## src/rtl/cso_pkg.sv

```systemverilog
package cso_pkg;

  typedef struct packed {
    logic set;
    logic clr;
  } req_t;

  typedef enum logic [1:0] {
    ACT_HOLD = 2'd0,
    ACT_SET  = 2'd1,
    ACT_CLR  = 2'd2
  } act_e;

  function automatic act_e decode_req(req_t r);
    if (r.set && !r.clr)      return ACT_SET;
    else if (r.clr && !r.set) return ACT_CLR;
    else                      return ACT_HOLD;
  endfunction

endpackage

```

## src/rtl/cso_cfg_reg.sv

```systemverilog
module cso_cfg_reg #(
  parameter int unsigned NUM_LINES = 8,
  localparam int unsigned CW = 2 * NUM_LINES
) (
  input  logic                 clk_i,
  input  logic                 rst_ni,
  input  logic                 we_i,
  input  logic [CW-1:0]        cfg_i,
  output logic [NUM_LINES-1:0] inv_o,
  output logic [NUM_LINES-1:0] cs_o
);

  logic [CW-1:0] cfg_q;

  always_ff @(posedge clk_i or negedge rst_ni) begin
    if (!rst_ni)   cfg_q <= '0;
    else if (we_i) cfg_q <= cfg_i;
  end

  assign inv_o = cfg_q[NUM_LINES-1:0];
  assign cs_o  = cfg_q[CW-1:NUM_LINES];

endmodule

```

## src/rtl/cso_line_gate.sv

```systemverilog
module cso_line_gate
  import cso_pkg::*;
(
  input  logic clk_i,
  input  logic rst_ni,
  input  logic cs_en_i,
  input  logic busy_i,
  input  logic we_i,
  input  req_t req_i,
  output act_e act_o,
  output logic pend_o
);

  req_t pend_q;
  req_t chosen;
  logic has_req, hold, defer, direct, apply_pend;

  assign has_req    = req_i.set | req_i.clr;
  assign hold       = busy_i & cs_en_i;
  assign defer      = we_i & has_req & hold;
  assign direct     = we_i & has_req & ~hold;
  assign apply_pend = ~busy_i & (pend_q.set | pend_q.clr);

  // a fresh command outranks a pending one
  always_comb begin
    if (direct)          chosen = req_i;
    else if (apply_pend) chosen = pend_q;
    else                 chosen = '0;
  end

  assign act_o  = decode_req(chosen);
  assign pend_o = pend_q.set | pend_q.clr;

  always_ff @(posedge clk_i or negedge rst_ni) begin
    if (!rst_ni)                    pend_q <= '0;
    else if (defer)                 pend_q <= req_i;
    else if (direct || apply_pend)  pend_q <= '0;
  end

endmodule

```

## src/rtl/cso_line_state.sv

```systemverilog
module cso_line_state
  import cso_pkg::*;
(
  input  logic clk_i,
  input  logic rst_ni,
  input  act_e act_i,
  input  logic inv_i,
  output logic pin_o
);

  logic state_q;

  always_ff @(posedge clk_i or negedge rst_ni) begin
    if (!rst_ni) state_q <= 1'b0;
    else begin
      case (act_i)
        ACT_SET: state_q <= 1'b1;
        ACT_CLR: state_q <= 1'b0;
        default: state_q <= state_q;
      endcase
    end
  end

  assign pin_o = state_q ^ inv_i;

endmodule

```

## src/rtl/cs_out_ctrl.sv

```systemverilog
module cs_out_ctrl
  import cso_pkg::*;
#(
  parameter int unsigned NUM_LINES = 8,
  localparam int unsigned CW = 2 * NUM_LINES
) (
  input  logic                 clk_i,
  input  logic                 rst_ni,
  input  logic                 cfg_we_i,
  input  logic [CW-1:0]        cfg_i,
  input  logic                 frc_we_i,
  input  logic [CW-1:0]        frc_i,
  input  logic                 busy_i,
  output logic [NUM_LINES-1:0] pins_o,
  output logic [CW-1:0]        status_o
);

  logic [NUM_LINES-1:0] inv, cs, pend;

  cso_cfg_reg #(.NUM_LINES(NUM_LINES)) u_cfg (
    .clk_i (clk_i),
    .rst_ni(rst_ni),
    .we_i  (cfg_we_i),
    .cfg_i (cfg_i),
    .inv_o (inv),
    .cs_o  (cs)
  );

  for (genvar n = 0; n < NUM_LINES; n++) begin : g_line
    req_t req;
    act_e act;

    assign req.set = frc_i[NUM_LINES + n];
    assign req.clr = frc_i[n];

    cso_line_gate u_gate (
      .clk_i  (clk_i),
      .rst_ni (rst_ni),
      .cs_en_i(cs[n]),
      .busy_i (busy_i),
      .we_i   (frc_we_i),
      .req_i  (req),
      .act_o  (act),
      .pend_o (pend[n])
    );

    cso_line_state u_state (
      .clk_i (clk_i),
      .rst_ni(rst_ni),
      .act_i (act),
      .inv_i (inv[n]),
      .pin_o (pins_o[n])
    );
  end

  assign status_o = {pend, pins_o};

endmodule

```

## config.mk

```make
export PLATFORM = sky130hd
export DESIGN_NAME = cs_out_ctrl
export DESIGN_NICKNAME = d
export VERILOG_FILES = /design/src/rtl/cso_pkg.sv /design/src/rtl/cso_cfg_reg.sv /design/src/rtl/cso_line_gate.sv /design/src/rtl/cso_line_state.sv /design/src/rtl/cs_out_ctrl.sv
export SDC_FILE = /design/constraint.sdc
export NUM_CORES = 1
export LEC_CHECK = 0
export BUFFER_PORTS_ARGS = -buffer_cell sky130_fd_sc_hd__clkbuf_2
export CAP_MARGIN = 20
export CELL_PAD_IN_SITES_DETAIL_PLACEMENT = 0
export CELL_PAD_IN_SITES_GLOBAL_PLACEMENT = 1
export CORE_MARGIN = 4
export CORE_UTILIZATION = 30
export CTS_CLUSTER_DIAMETER = 40
export DETAILED_ROUTE_END_ITERATION = 16
export PLACE_DENSITY_LB_ADDON = 0.1
export RECOVER_POWER = 50
export SKIP_LAST_GASP = 1
export SLEW_MARGIN = 10
export SYNTH_ARGS = -nofsm -noshare
export SYNTH_HDL_FRONTEND = slang
export SYNTH_SLANG_ARGS = --single-unit
```

## constraint.sdc

```tcl
create_clock -name clk_i -period 1.14 [get_ports clk_i]
set_input_delay 0.114 -clock clk_i [delete_from_list [all_inputs] [get_ports clk_i]]
set_output_delay 0.114 -clock clk_i [all_outputs]
set_load 0.02 [all_outputs]
```

==> out/qor.yml, run 1 <==
min_period_ps: 1300
grt_setup_unrepaired: "yes"
arrival_ps: 1190
crit_path_start_kind: "register"
dieArea_um2: 9190
yosysSeqAreaShare: 0.432
failed_checks: "negative setup slack"
postLayoutCellArea_um2: 3270
die_w_um: 95.9
initialDrtViolationCount: 51
synth-edff-count: 0
maxSlewViolCount: 0
route.detailed.drc: 0
ir_worst_vdd_mv: 0.700
numPortBuffers: 60
fin_crit_sh: 1.14
std_cell_rows: 31
cts-root-buf: "clkbuf_8"
area_growth_pct: 41.3
status: "finished, violations left"
grt_max_degree: 41
post-place-ws_ps: -217
drive_gt1_frac: 0.513
yosysTopAreaCell: "dfrtp_1"
final_net_count: 352
fillCellCount: 739
cts_buffer_depth: 2
postSynthCellCount: 226
drt_wl_total_mm: 5.14
regToRegSetupSlack_ps: -130
dp_hpwl_mm: 3.64
vias_per_cell: 4.59
vias: 1869
worstSetupEndpointType: "primary output"
gp_congestion: 0.728
synth_area_leaders: "dfrtp_1 43%, buf_4 8.1%, mux2_2 6.8%"
relSlewSlack: 0.616
crit_required_ps: 1030
diodes: 0
grt.total_usage: 0.118
synth_flop_cell: "dfrtp_1"
r2r-end: "g_line[1].u_state.state_q$_DFFE_PN0P_"
core_um2: 7370
antenna_found_initial: 0
max_clock_freq_mhz: 768
reg2reg_from: "g_line[1].u_gate.pend_q[0]$_DFFE_PN0P_"
hp-class: "in -> reg"
postRouteAntennaNets: 0
path_max_fanout: 2
startpoint: "g_line[1].u_gate.pend_q[1]$_DFFE_PN0P_"
avgSynthCellArea_um2: 10.2
grt_overflow: 0
grt_pass1_vias: 1764
reg2reg_depth: 5
die_y_um: 95.9
drt_first_pass_iters: 4
setup.worst_path.end: "status_o[9]"
critPathKind: "reg -> out"
yosysUniqueCellTypes: 20
maxCapViolations: 0
place_area_um2: 2860
htreeDepth: 2
synthArstFlopShare: 1.00
power_density_nw_per_um2: 1320
synth_top_area_share: 0.432
setup_viol_count_final: 32
cts_inserted_buffers: 5
synth_seq_cells: 40
finalClockSkew_ps: 3.29
p_leak_nw: 1.52
worst_pin_slew_ps: 576
setup_ws_ps: -162
clk_pin_slew_ps: 80
syn_nets: 271
cts_tree: "built"
grt_first_pass_wirelength_mm: 8.32
initial_utilization: 0.314
cts.sinks: 40
yosysWarnings: 0
post_drt_wl_per_cell_um: 12.6
num_io_pins: 61
insertion_delay_ps: 290
finalHoldViolCount: 0
syn_area_um2: 2320
metrics by stage:
| step | total power (W) | hold WS (ps) | utilization | setup TNS (ps) | std cells |
|---|---|---|---|---|---|
| 6_report | 0.00433 | 47.5 | 0.444 | -2170 | 407 |
| 5_1_grt | 0.00463 | 34.3 | 0.444 | -4180 | 407 |
| 4_1_cts | 0.00420 | 38.3 | 0.425 | -3100 | 402 |
| 3_5_place_dp | 0.00305 | 115 | 0.388 | -1480 | 391 |
| 3_3_place_gp | 0.00305 | 114 | 0.388 | -1330 | 391 |
| 2_1_floorplan | 0.00283 | -182 | - | -420 | 226 |
cells by family (layout without fill, tap and decap cells):
logic type | after synthesis | after routing | synth area share
fa+ha+maj | 8 | 8 | 0.0432
xor+xnor | 8 | 8 | 0.0303
buf+inv | 35 | 117 | 0.113
compound gates | 47 | 47 | 0.149
flops | 40 | 40 | 0.432
simple gates | 71 | 71 | 0.147
mux | 17 | 17 | 0.0854
synthesized netlist by cell type, types with 7 or more instances:
master   count
mux2_2      14
o21ai_0      7
buf_4       25
a32o_1       8
o22ai_1     16
o21a_1       8
nor2b_1     15
xor2_1       8
a32oi_1      8
dfrtp_1     40
nand2_1     42
ha_1         8
or2_2        8
layout make-up:
class | instances | area (um^2) | share of cell area
Tap cell | 99 | 124 | 0.0378
Timing Repair Buffer | 108 | 878 | 0.268
Clock buffer | 8 | 90.1 | 0.0275
Sequential cell | 40 | 1000 | 0.306
Multi-Input combinational cell | 151 | 1180 | 0.359
Inverter | 1 | 3.75 | 0.00115
layer usage:
metal / routed length (um) / vias up / track usage / part of all wire
met5: 0 / - / 0 / 0
met4: 68 / 0 / 0.0427 / 0.013
met3: 369 / 5 / 0.0391 / 0.072
met2: 2330 / 48 / 0.181 / 0.45
met1: 2370 / 877 / 0.155 / 0.46
li1: - / 939 / - / -
report_power, final:
part	switching (W)	internal [W]	leakage, nW	total (W)
Clock	0.000503	0.000495	0.0455	0.000997
Sequential	0.000116	0.00158	0.495	0.00170
Combinational	0.000795	0.000839	0.980	0.00163
Total	0.00141	0.00292	1.52	0.00433
placed cells by master, fill, tap and decap left out, drive strengths merged, types with 7 or more instances in the layout:
cell type and n:
nor2b 15, a32o 8, a32oi 8, buf 68
clkbuf 47, or2 8, o22ai 16, o21a 8
xor2 8, nand2 47, mux2 16, o21ai 7
dfrtp 40, ha 8
worst min-delay path by stage:
stage              from                                      to  cells past startpoint
6_report       cfg_i[7]              u_cfg.cfg_q[7]$_DFFE_PN0P_                      2
5_1_grt        cfg_i[4]              u_cfg.cfg_q[4]$_DFFE_PN0P_                      2
4_1_cts        cfg_i[7]              u_cfg.cfg_q[7]$_DFFE_PN0P_                      2
3_5_place_dp     rst_ni             u_cfg.cfg_q[10]$_DFFE_PN0P_                      2
3_3_place_gp     rst_ni              u_cfg.cfg_q[2]$_DFFE_PN0P_                      2
2_1_floorplan    rst_ni  g_line[0].u_gate.pend_q[0]$_DFFE_PN0P_                      0
worst max-delay path, cell delays in order (launching register included):
cell	delay [ps]
dfrtp_1	400
buf_6	120
or2_4	250
buf_8	130
timing repair:
action                                  CTS  global route
buffers inserted                          2             5
endpoints found under the hold margin    40             0
endpoints found under the setup margin   32            32
pin swaps                                13            13
hold buffers                              1             0
resized for setup                        42            45
flip-flops by register name, indices dropped and copies added (netlist names):
register                count
g_line.u_gate.pend_q       16
u_cfg.cfg_q                16
g_line.u_state.state_q      8
Power figures use the tool's default switching activity.
==> inputs of run 2 (changes only) <==
TNS_END_PERCENT = 10   (was unset)
==> out/qor.yml, run 2 (synthesis gave the netlist of run 1 again) <==
cts_buffer_depth: 2
grt_overflow: 0
drt_wl_total_mm: 4.99
cts_tree: "built"
place_area_um2: 2860
maxSlewViolCount: 0
crit_path_start_kind: "register"
cts_inserted_buffers: 5
grt.total_usage: 0.115
critPathKind: "reg -> out"
drive_gt1_frac: 0.475
fin_crit_sh: 1.14
die_y_um: 95.9
initial_utilization: 0.314
crit_required_ps: 1030
max_clock_freq_mhz: 772
p_leak_nw: 1.45
route.detailed.drc: 0
grt_setup_unrepaired: "yes"
postRouteAntennaNets: 0
cts-root-buf: "clkbuf_8"
antenna_found_initial: 0
grt_pass1_vias: 1758
final_cell_mix: "52 x clkbuf_2, 40 x nand2_1, 40 x dfrtp_1"
worstSetupEndpointType: "primary output"
failed_checks: "negative setup slack"
dp_cells: 391
final_common_cell: "clkbuf_2"
num_io_pins: 61
insertion_delay_ps: 290
vias: 1798
fin_setup_tns_ps: -2540
dp_hpwl_mm: 3.67
vias_per_cell: 4.50
worst_pin_slew_ps: 584
power_density_nw_per_um2: 1290
maxCapViolations: 0
area_growth_pct: 33.3
largestRegisters: "g_line.u_gate.pend_q x16, u_cfg.cfg_q x16, g_line.u_state.state_q x8"
stdcell_count: 400
fillCellCount: 728
htreeDepth: 2
cts.sinks: 40
numPortBuffers: 60
core_um2: 7370
die_w_um: 95.9
drt_first_pass_iters: 4
clk_pin_slew_ps: 80
regArea_um2: 1000
finalClockSkew_ps: 5.64
power_w: 0.00399
hp-class: "in -> reg"
setup_viol_count_final: 32
path_max_fanout: 2
ir_worst_vdd_mv: 0.414
relSlewSlack: 0.611
gp_congestion: 0.696
dieArea_um2: 9190
grt_first_pass_wirelength_mm: 8.15
postLayoutCellArea_um2: 3090
post_drt_wl_per_cell_um: 12.5
arrival_ps: 1180
status: "finished, violations left"
finalHoldViolCount: 0
setup_ws_ps: -155
grt_max_degree: 41
min_period_ps: 1290
std_cell_rows: 31
diodes: 0
initialDrtViolationCount: 37
multi_input_area_um2: 1110
final_net_count: 346
## run 2: final cells by class
type,instances,share of cell area
Multi-Input combinational cell,151,0.360
Inverter,1,0.00122
Clock inverter,1,0.00162
Sequential cell,40,0.324
Timing Repair Buffer,102,0.250
Clock buffer,6,0.0235
Tap cell,99,0.0401
## run 2: per-stage QoR
stage	hold slack (ps)	utilization	setup WS, ps
detailed placement	115	0.388	-217
floorplan	-182	-	-72.2
global placement	113	0.388	-203
global route	42.4	0.419	-208
CTS	37.1	0.414	-170
finish	52.3	0.419	-155
## run 2: path summary, 6_finish.rpt
kind / startpoint / endpoint / slack [ps] / cells past startpoint
min in group asynchronous: rst_ni / u_cfg.cfg_q[2]$_DFFE_PN0P_ / 470 / 3
worst max register to register: g_line[1].u_gate.pend_q[0]$_DFFE_PN0P_ / g_line[1].u_state.state_q$_DFFE_PN0P_ / -130 / 5
worst min-delay path: cfg_i[2] / u_cfg.cfg_q[2]$_DFFE_PN0P_ / 50 / 2
worst min register to register: g_line[7].u_state.state_q$_DFFE_PN0P_ / g_line[7].u_state.state_q$_DFFE_PN0P_ / 500 / 2
max in group asynchronous: rst_ni / g_line[3].u_state.state_q$_DFFE_PN0P_ / 270 / 3
worst max-delay path: g_line[2].u_gate.pend_q[0]$_DFFE_PN0P_ / status_o[10] / -150 / 3
## run 2: where the power goes
group / total (W) / switching (W) / internal, W
registers: 0.00170 / 0.000113 / 0.00158
clock network: 0.000901 / 0.000484 / 0.000417
logic: 0.00139 / 0.000752 / 0.000640
total: 0.00399 / 0.00135 / 0.00264
## run 2: repair_timing
item                                    CTS  global route
setup buffers                             0             1
cloned                                    0             0
gates resized for setup                  28            12
endpoints found under the setup margin   32            32
pin swaps                                 2             5
hold endpoints to repair                 40             0
hold buffers                              1             0
## run 2: worst max-delay path, stage by stage, from the launching register on
cell and delay (ps):
dfrtp_1 390, buf_4 140, or2_4 220, clkbuf_8 150
## run 2: per-layer routing
metal,wire (um),GRT usage
met2,2250,0.181
met1,2440,0.156
met4,51,0.0391
met3,255,0.0281
met5,0,0
